--- config.mk ---
export PLATFORM = sky130hd
export DESIGN_NAME = xfer_dispatch_ctl
export DESIGN_NICKNAME = d
export VERILOG_FILES = /design/src/rtl/xdc_pkg.sv /design/src/rtl/xdc_regs.sv /design/src/rtl/xdc_fsm.sv /design/src/rtl/xdc_irq_gate.sv /design/src/rtl/xfer_dispatch_ctl.sv
export SDC_FILE = /design/constraint.sdc
export NUM_CORES = 1
export LEC_CHECK = 0
export BUFFER_PORTS_ARGS = -buffer_cell sky130_fd_sc_hd__buf_2
export CAP_MARGIN = 20
export CORE_ASPECT_RATIO = 0.8
export CORE_MARGIN = 2
export CORE_UTILIZATION = 39
export CTS_CLUSTER_SIZE = 24
export DETAILED_ROUTE_END_ITERATION = 16
export GPL_TIMING_DRIVEN = 1
export PLACE_DENSITY = 0.84
export SYNTH_ARGS = -nofsm -noshare
export SYNTH_HDL_FRONTEND = slang
export SYNTH_SLANG_ARGS = --single-unit
export TNS_END_PERCENT = 1
--- constraint.sdc ---
create_clock -name clk -period 4.15 [get_ports clk]
set_input_delay 0.2075 -clock clk [delete_from_list [all_inputs] [get_ports clk]]
set_output_delay 0.2075 -clock clk [all_outputs]
set_load 0.01 [all_outputs]
--- src/rtl/xdc_pkg.sv ---
package xdc_pkg;

    typedef enum logic [2:0] {
        ST_RUN,
        ST_DRAINING,
        ST_HALTED,
        ST_RST_HOLD,
        ST_RST_WAIT
    } xdc_state_e;

    // Packed MSB first: field order fixes the bit positions of the control word.
    typedef struct packed {
        logic halt_desc;    // bit 5
        logic irq_en;       // bit 4
        logic halt_on_ovr;  // bit 3
        logic halt_on_err;  // bit 2
        logic soft_reset;   // bit 1
        logic halt_now;     // bit 0
    } xdc_ctrl_t;

    localparam int CTRL_W = $bits(xdc_ctrl_t);

endpackage

--- src/rtl/xdc_regs.sv ---
module xdc_regs
    import xdc_pkg::*;
#(
    parameter int ADDR_W = 4,
    parameter int DATA_W = 32,
    localparam int BE_W = DATA_W / 8
) (
    input  logic              clk,
    input  logic              rst_n,
    input  logic              wr_en,
    input  logic [ADDR_W-1:0] wr_addr,
    input  logic [DATA_W-1:0] wr_data,
    input  logic [BE_W-1:0]   wr_be,
    input  logic              rst_busy,
    input  logic              rst_done,
    input  logic              err_evt,
    input  logic              ovr_evt,
    output xdc_ctrl_t         ctrl,
    output logic              err_stk,
    output logic              ovr_stk,
    output logic              rst_req,
    output logic [DATA_W-1:0] rd_data
);

    logic      wr_accept;
    xdc_ctrl_t wr_word;
    xdc_ctrl_t rst_word;

    always_comb begin
        wr_accept = wr_en && (wr_addr == '0) && (&wr_be) && !rst_busy;
        wr_word   = xdc_ctrl_t'(wr_data[CTRL_W-1:0]);
        rst_req   = wr_accept && wr_word.soft_reset;
        rst_word  = '0;
        rst_word.soft_reset = 1'b1;
        rd_data   = DATA_W'(ctrl);
    end

    always_ff @(posedge clk or negedge rst_n) begin
        if (!rst_n) begin
            ctrl <= '0;
        end else if (rst_done) begin
            ctrl <= '0;
        end else if (rst_req) begin
            ctrl <= rst_word;
        end else if (wr_accept) begin
            ctrl <= wr_word;
        end
    end

    always_ff @(posedge clk or negedge rst_n) begin
        if (!rst_n) begin
            err_stk <= 1'b0;
            ovr_stk <= 1'b0;
        end else if (rst_done || rst_req || rst_busy) begin
            err_stk <= 1'b0;
            ovr_stk <= 1'b0;
        end else begin
            if (err_evt && ctrl.halt_on_err) err_stk <= 1'b1;
            if (ovr_evt && ctrl.halt_on_ovr) ovr_stk <= 1'b1;
        end
    end

    AST_CTRL_STABLE: assert property (@(posedge clk) disable iff (!rst_n)
        (!wr_accept && !rst_done) |=> $stable(ctrl));

    AST_STICKY_ERR_HOLD: assert property (@(posedge clk) disable iff (!rst_n)
        (err_stk && !rst_done && !rst_req && !rst_busy) |=> err_stk);

    AST_STICKY_OVR_HOLD: assert property (@(posedge clk) disable iff (!rst_n)
        (ovr_stk && !rst_done && !rst_req && !rst_busy) |=> ovr_stk);

endmodule

--- src/rtl/xdc_fsm.sv ---
module xdc_fsm
    import xdc_pkg::*;
#(
    parameter int RST_CYCLES = 4,
    localparam int CNT_W = (RST_CYCLES < 2) ? 1 : $clog2(RST_CYCLES)
) (
    input  logic clk,
    input  logic rst_n,
    input  logic rst_req,
    input  logic stop_cond,
    input  logic quiet,
    output logic rst_busy,
    output logic rst_done,
    output logic soft_rst,
    output logic stopped
);

    xdc_state_e       state, nxt;
    logic [CNT_W-1:0] cnt;

    always_ff @(posedge clk or negedge rst_n) begin
        if (!rst_n) state <= ST_RUN;
        else        state <= nxt;
    end

    always_ff @(posedge clk or negedge rst_n) begin
        if (!rst_n) begin
            cnt <= '0;
        end else if (nxt == ST_RST_HOLD && state != ST_RST_HOLD) begin
            cnt <= CNT_W'(RST_CYCLES - 1);
        end else if (state == ST_RST_HOLD && cnt != '0) begin
            cnt <= cnt - 1'b1;
        end
    end

    always_comb begin
        nxt = state;
        unique case (state)
            ST_RUN: begin
                if (rst_req)        nxt = ST_RST_HOLD;
                else if (stop_cond) nxt = quiet ? ST_HALTED : ST_DRAINING;
            end
            ST_DRAINING: begin
                if (rst_req)         nxt = ST_RST_HOLD;
                else if (!stop_cond) nxt = ST_RUN;
                else if (quiet)      nxt = ST_HALTED;
            end
            ST_HALTED: begin
                if (rst_req)         nxt = ST_RST_HOLD;
                else if (!stop_cond) nxt = ST_RUN;
                else if (!quiet)     nxt = ST_DRAINING;
            end
            ST_RST_HOLD: begin
                if (cnt == '0) nxt = ST_RST_WAIT;
            end
            ST_RST_WAIT: begin
                if (quiet) nxt = ST_RUN;
            end
            default: nxt = ST_RUN;
        endcase
    end

    always_comb begin
        soft_rst = (state == ST_RST_HOLD);
        rst_busy = (state == ST_RST_HOLD) || (state == ST_RST_WAIT);
        rst_done = (state == ST_RST_WAIT) && quiet;
        stopped  = (state == ST_HALTED);
    end

    AST_STOPPED_AFTER_QUIET: assert property (@(posedge clk) disable iff (!rst_n)
        $rose(stopped) |-> $past(quiet) && $past(stop_cond));

    AST_SOFT_RST_FROM_REQ: assert property (@(posedge clk) disable iff (!rst_n)
        $rose(soft_rst) |-> $past(rst_req));

endmodule

--- src/rtl/xdc_irq_gate.sv ---
module xdc_irq_gate (
    input  logic clk,
    input  logic rst_n,
    input  logic irq_raw,
    input  logic irq_en,
    output logic irq_out
);

    always_ff @(posedge clk or negedge rst_n) begin
        if (!rst_n) irq_out <= 1'b0;
        else        irq_out <= irq_raw && irq_en;
    end

    AST_IRQ_GATED: assert property (@(posedge clk) disable iff (!rst_n)
        irq_out |-> $past(irq_en) && $past(irq_raw));

endmodule

--- src/rtl/xfer_dispatch_ctl.sv ---
module xfer_dispatch_ctl
    import xdc_pkg::*;
#(
    parameter int ADDR_W     = 4,
    parameter int DATA_W     = 32,
    parameter int RST_CYCLES = 4
) (
    input  logic                clk,
    input  logic                rst_n,
    input  logic                cfg_wr_en,
    input  logic [ADDR_W-1:0]   cfg_wr_addr,
    input  logic [DATA_W-1:0]   cfg_wr_data,
    input  logic [DATA_W/8-1:0] cfg_wr_be,
    output logic [DATA_W-1:0]   cfg_rd_data,
    input  logic                rd_master_idle,
    input  logic                wr_master_idle,
    input  logic                cmd_outstanding,
    input  logic                wr_sink_error,
    input  logic                wr_overrun,
    input  logic                irq_raw,
    output logic                desc_issue_ok,
    output logic                cmd_issue_ok,
    output logic                soft_rst,
    output logic                stat_stopped,
    output logic                stat_resetting,
    output logic                irq_out
);

    xdc_ctrl_t ctrl;
    logic      err_stk, ovr_stk, rst_req, rst_busy, rst_done;
    logic      quiet, stop_cond;

    always_comb begin
        quiet     = rd_master_idle && wr_master_idle && !cmd_outstanding;
        stop_cond = ctrl.halt_now || ctrl.halt_desc || err_stk || ovr_stk;
    end

    xdc_regs #(.ADDR_W(ADDR_W), .DATA_W(DATA_W)) u_regs (
        .clk      (clk),
        .rst_n    (rst_n),
        .wr_en    (cfg_wr_en),
        .wr_addr  (cfg_wr_addr),
        .wr_data  (cfg_wr_data),
        .wr_be    (cfg_wr_be),
        .rst_busy (rst_busy),
        .rst_done (rst_done),
        .err_evt  (wr_sink_error),
        .ovr_evt  (wr_overrun),
        .ctrl     (ctrl),
        .err_stk  (err_stk),
        .ovr_stk  (ovr_stk),
        .rst_req  (rst_req),
        .rd_data  (cfg_rd_data)
    );

    xdc_fsm #(.RST_CYCLES(RST_CYCLES)) u_fsm (
        .clk       (clk),
        .rst_n     (rst_n),
        .rst_req   (rst_req),
        .stop_cond (stop_cond),
        .quiet     (quiet),
        .rst_busy  (rst_busy),
        .rst_done  (rst_done),
        .soft_rst  (soft_rst),
        .stopped   (stat_stopped)
    );

    xdc_irq_gate u_irq (
        .clk     (clk),
        .rst_n   (rst_n),
        .irq_raw (irq_raw),
        .irq_en  (ctrl.irq_en),
        .irq_out (irq_out)
    );

    always_comb begin
        stat_resetting = rst_busy;
        cmd_issue_ok   = !rst_busy && !ctrl.halt_now && !err_stk && !ovr_stk;
        desc_issue_ok  = cmd_issue_ok && !ctrl.halt_desc;
    end

    AST_RST_NO_PERMIT: assert property (@(posedge clk) disable iff (!rst_n)
        stat_resetting |-> !desc_issue_ok && !cmd_issue_ok);

    AST_HALT_BLOCKS_CMD: assert property (@(posedge clk) disable iff (!rst_n)
        (cfg_wr_en && cfg_wr_addr == '0 && (&cfg_wr_be) && !stat_resetting
         && cfg_wr_data[0] && !cfg_wr_data[1]) |=> !cmd_issue_ok);

endmodule

# Word level (Yosys, flattened, before mapping)
# Index checks and enable logic that the tools add are counted.
[word_totals] ff_bits=14 latchBits=0 ram_bits=0 rom_bits=0 in_bits=49 word_cells=76 n_memories=0
[classes] add_sub_neg=1 mul=0 div=0 n_lt_le_gt_ge=0 eq_ne=6 shifts=0 n_mux=21 bitwise_logic=0 n_reduce_logical=37
[op_table] cell="3-bit 2-to-1 mux" count=10
[op_table] cell="6-bit 2-to-1 mux" count=3
[op_table] cell="1-bit logical AND" count=16
[op_table] cell="3-bit one-hot mux with 5 select lines" count=1
[op_table] cell="3-bit by 2-bit == test with 1-bit output, second input constant" count=3
[op_table] cell="2-bit nonzero test" count=4
[op_table] cell="1-bit logical NOT" count=6
[op_table] cell="1-bit logical OR" count=6
[op_table] cell="2-bit 2-to-1 mux" count=3
[op_table] cell="4-bit logical NOT" count=1
[op_table] cell="1-bit 2-to-1 mux" count=4
[op_table] cell="4-bit AND reduction" count=1
[op_table] cell="3-bit by 1-bit == test with 1-bit output, second input constant" count=1
[op_table] cell="3-bit == test, second input constant" count=1
[op_table] cell="3-bit logical NOT" count=1
[op_table] cell="3-bit by 2-bit != test with 1-bit output, second input constant" count=1
[op_table] cell="3-bit nonzero test" count=1
[op_table] cell="2-bit logical NOT" count=1
[op_table] cell="2-bit by 1-bit subtractor with 2-bit output, second input constant" count=1

# Logic depth before layout (Yosys ltp)
[logic_depth] ltp_word=10 ltp_mapped=5

# Cells and area by module
# From an unflattened synthesis, not the netlist that was laid out.
[unflattened] hier_cells=102 area_unflattened_um2=967.2
[modules_own_cells] module="xdc_regs" instances=1 cells_each=67 area_per_inst_um2=636.9 seq_area_each_um2=200.2
[modules_own_cells] module="xdc_fsm" instances=1 cells_each=28 area_per_inst_um2=265.3 seq_area_each_um2=125.1
[modules_own_cells] module="xfer_dispatch_ctl" instances=1 cells_each=5 area_per_inst_um2=33.8 seq_area_each_um2=0.0
[modules_own_cells] module="xdc_irq_gate" instances=1 cells_each=2 area_per_inst_um2=31.3 seq_area_each_um2=25.0

# Worst setup path after synthesis
# No wires, ideal clock.
[synth_timing] kind="reg-to-output" startpoint="reg u_fsm.state[1]" endpoint="out desc_issue_ok" arrival_ps=1198 required_time_ps=3943 path_slack_ps=2744 path_stages_with_launch=5 path_buffers=0 cell_sequence="dfrtp_1 and3b_2 nor2_2 inv_1 nor3_1"
[synth_between] elab_chain_len=7 word_cells_on_any_way=8 cone_classes="eq/ne (2); reduce/logical (6)"
[synth_rtl] item="from (decl)" line="xdc_fsm.sv:18" source="xdc_state_e state, nxt;"
[synth_rtl] item="from (signal assigned)" line="xdc_fsm.sv:23" source="else state <= nxt;"
[synth_rtl] item="3-bit by 2-bit == test with 1-bit output"
[synth_rtl] item="via soft_rst" line="xfer_dispatch_ctl.sv:23" source="output logic soft_rst,"
[synth_rtl] item="1-bit logical OR" line="xdc_fsm.sv:65" source="rst_busy = (state == ST_RST_HOLD) || (state == ST_RST_WAIT);"
[synth_rtl] item="via stat_resetting" line="xfer_dispatch_ctl.sv:25" source="output logic stat_resetting,"
[synth_rtl] item="1-bit logical NOT" line="xfer_dispatch_ctl.sv:78" source="cmd_issue_ok = !rst_busy && !ctrl.halt_now && !err_stk && !ovr_stk;"
[synth_rtl] item="1-bit logical AND (3 in series)" line="xfer_dispatch_ctl.sv:78"
[synth_rtl] item="1-bit logical AND" line="xfer_dispatch_ctl.sv:79" source="desc_issue_ok = cmd_issue_ok && !ctrl.halt_desc;"
[synth_rtl] item="to (decl)" line="xfer_dispatch_ctl.sv:21" source="output logic desc_issue_ok,"
# The timed path passes the listed nets, and every way through them passes these cells.

# Worst setup path in the final report
[layout_timing] startpoint="reg u_fsm.state[1]" endpoint="out desc_issue_ok"
[layout_between] elab_chain_len=7 word_cells_on_any_way=8 cone_classes="eq/ne (2); reduce/logical (6)"
[layout_rtl] item="3-bit by 2-bit == test with 1-bit output or 3-bit == test (tied branches)" line="xdc_fsm.sv:65"
[layout_rtl] item="1-bit logical OR *" line="xdc_fsm.sv:65"
[layout_rtl] item="1-bit logical NOT *" line="xfer_dispatch_ctl.sv:78"
[layout_rtl] item="1-bit logical AND * (3 in series)" line="xfer_dispatch_ctl.sv:78"
[layout_rtl] item="1-bit logical AND *" line="xfer_dispatch_ctl.sv:79"
# Mark *: on every way between the ends. The rest lies on a longest branch, timed or not.

==> flow_summary.toml <==
[global_routing]
grt_pass1_wl_um = 2500
grt_pass1_vias = 562
grt_max_degree = 15
overflow = 0
antenna_found_initial = 0
global_route.usage.total_pct = 12.4

[critical_path]
rr_startpoint = "u_fsm.state[1]"
endpoint = "desc_issue_ok"
r2r_cells = 4
crit_fanout = 5
crit_required_ps = 3940
r2r_slack_ps = 2640
crit_start = "u_fsm.state[1]"
worst-endpoint-arrival_ps = 1560
start_kind = "flip-flop"
r2r-end = "u_regs.ctrl[3]"
cp-end-kind = "output pin"
critPathKind = "flip-flop to output pin"

[synthesis]
postSynthCellCount = 97
seq_area_frac_synth_pct = 37.1
synth-main-ff-cell = "dfrtp_1"
ys_warn_count = 0
synth_cell_type_count = 34
synth-edff-count = 0
ys_async_sr_fraction_pct = 100
synth.avg_cell_area_sq_um = 9.74
ys_ff_latch = 14
syn_area_sq_um = 945

[clocking]
cts-root-buf = "clkbuf_4"
clock_sink_count = 14
cts_buffer_depth = 2
clk_latency_ps = 280
h-tree-depth = 1
post_cts_resize_count = 0
numCtsBuffers = 3
cts_tree = "built"
clkTransAtPathRegs_ps = 80

[hold_path]
hp-class = "input port to flip-flop"

[placement]
port_buffers = 34
gp_congestion = 0.735
dp_hpwl_um = 1430

[sta]
finalHoldViolations = 0
post-route-period-util_pct = 42.5
rsz0062_at_grt = "no"
period_needed_ps = 1770
final_max_slew_viol_count = 0
tns_ps = 0
max_clock_freq_mhz = 566
skew_ps = 1.13
finalSetupViolCount = 0

[final_layout]
final_util_pct = 47.6
drive_above_1_share_pct = 32.8
nets = 183
num_antenna_cells = 0
final_common_cell = "buf_2"
synthToLayoutAreaGrowth_pct = 11.7
final_cell_mix = "buf_2, conb_1, dfrtp_1"

[job]
maxCapViolCount = 0

[pwr]
p_int_w = 0.000260
p_switching_w = 0.000131
p_per_area_nw_per_um2 = 371
clock_power_share_pct = 19.5
swShare_pct = 33.5
combPwrFrac_pct = 35.5
leakage_nw = 0.592
ir_drop_uv = 153
p_seq_share_pct = 45.0

[routing]
ant_nets = 0
via_count = 711
viasPerCell = 4.56
first_pass_iters = 4
route.detailed.drc = 0
routed_wl_um = 1760
wl_per_cell_um = 11.3
first_iter_violations = 8

[floorplan]
dieArea_sq_um = 2830
die-height_um = 48.0
io_pins = 87
initial_core_util_pct = 42.7
rows = 15
core_area_sq_um = 2210
die_w_um = 59.0

[outcome]
status = "finished, final reports clean"
power by group through the flow:
stage | sequential, W | combinational [W] | clock (W)
detailed placement | 0.000179 | 0.000138 | 0
finish | 0.000176 | 0.000139 | 0.0000762
global placement | 0.000178 | 0.000132 | 0
global route | 0.000179 | 0.000155 | 0.0000813
CTS | 0.000177 | 0.000140 | 0.0000786
floorplan | 0.000176 | 0.000113 | 0
metal layers:
metal	wire (um)	global-route usage (%)
met1	720	16.2
met4	0	4.09
met5	0	0
met2	865	18.9
met3	171	5.14
logic make-up after synthesis:
group / share of synthesized area (%)
and+or+nand+nor: 22.6
buffers and inverters: 24.2
DFF: 37.1
AOI/OAI and AO/OA: 8.08
muxes: 5.30
adders and majority gates: 1.32
other: 0.397
xor gates and xnor gates: 0.927
how the worst min path moves through the flow:
stage                 start              to  slack, ps  cells past startpoint
floorplan             rst_n    u_fsm.cnt[0]        -90                      0
global placement      rst_n  u_fsm.state[2]        110                      1
detailed placement    rst_n   u_irq.irq_out        120                      1
CTS                 irq_raw   u_irq.irq_out        140                      2
global route        irq_raw   u_irq.irq_out        150                      2
finish              irq_raw   u_irq.irq_out        140                      2
critical path, cell delays in order, from the launching register on:
cell	delay [ps]
dfrtp_1	410
and3b_2	260
nor2_2	150
inv_1	110
nor3_1	180
buf_2	160
per-stage QoR:
stage               setup WS (ps)  power [W]  std cells  instance area [sq um]  hold WS [ps]
global placement             2740   0.000310        152                   1020           112
global route                 2250   0.000415        156                   1050           148
finish                       2380   0.000392        156                   1050           140
CTS                          2380   0.000395        156                   1050           141
floorplan                    2740   0.000289        122                   1040         -88.1
detailed placement           2660   0.000318        152                   1020           119
layout make-up:
cell class              count  area (sq um)
multi-input cells          76           459
repair buffers             35           180
well taps                  25          31.3
fillers                   222          1160
inverters                   3          11.3
flip-flops and latches     14           350
clock buffers               3          22.5
timing repair:
action | 4_1_cts | 5_1_grt
endpoints found under the hold margin | 14 | 0
buffers inserted | 0 | 0
hold buffers | 1 | 0
Yosys cell counts (2+ instances only):
master    count  area (sq um)
mux2i_1       5          50.1
nand2_1       8          30.0
a211oi_1      2          15.0
inv_1         3          11.3
a21oi_1       3          15.0
buf_4        27           203
a211o_1       2          17.5
and2_1        2          12.5
dfrtp_1      14           350
nand3b_1      6          45.0
nor3_1        2          10.0
flip-flops by register name (all words and copies together), names as in the netlist:
signal and cells:
u_regs.ctrl 6, u_fsm.state 3, u_irq.irq_out 1, u_regs.err_stk 1, u_regs.ovr_stk 1, u_fsm.cnt 2
Note: power is estimated with default switching activity, not from simulation.
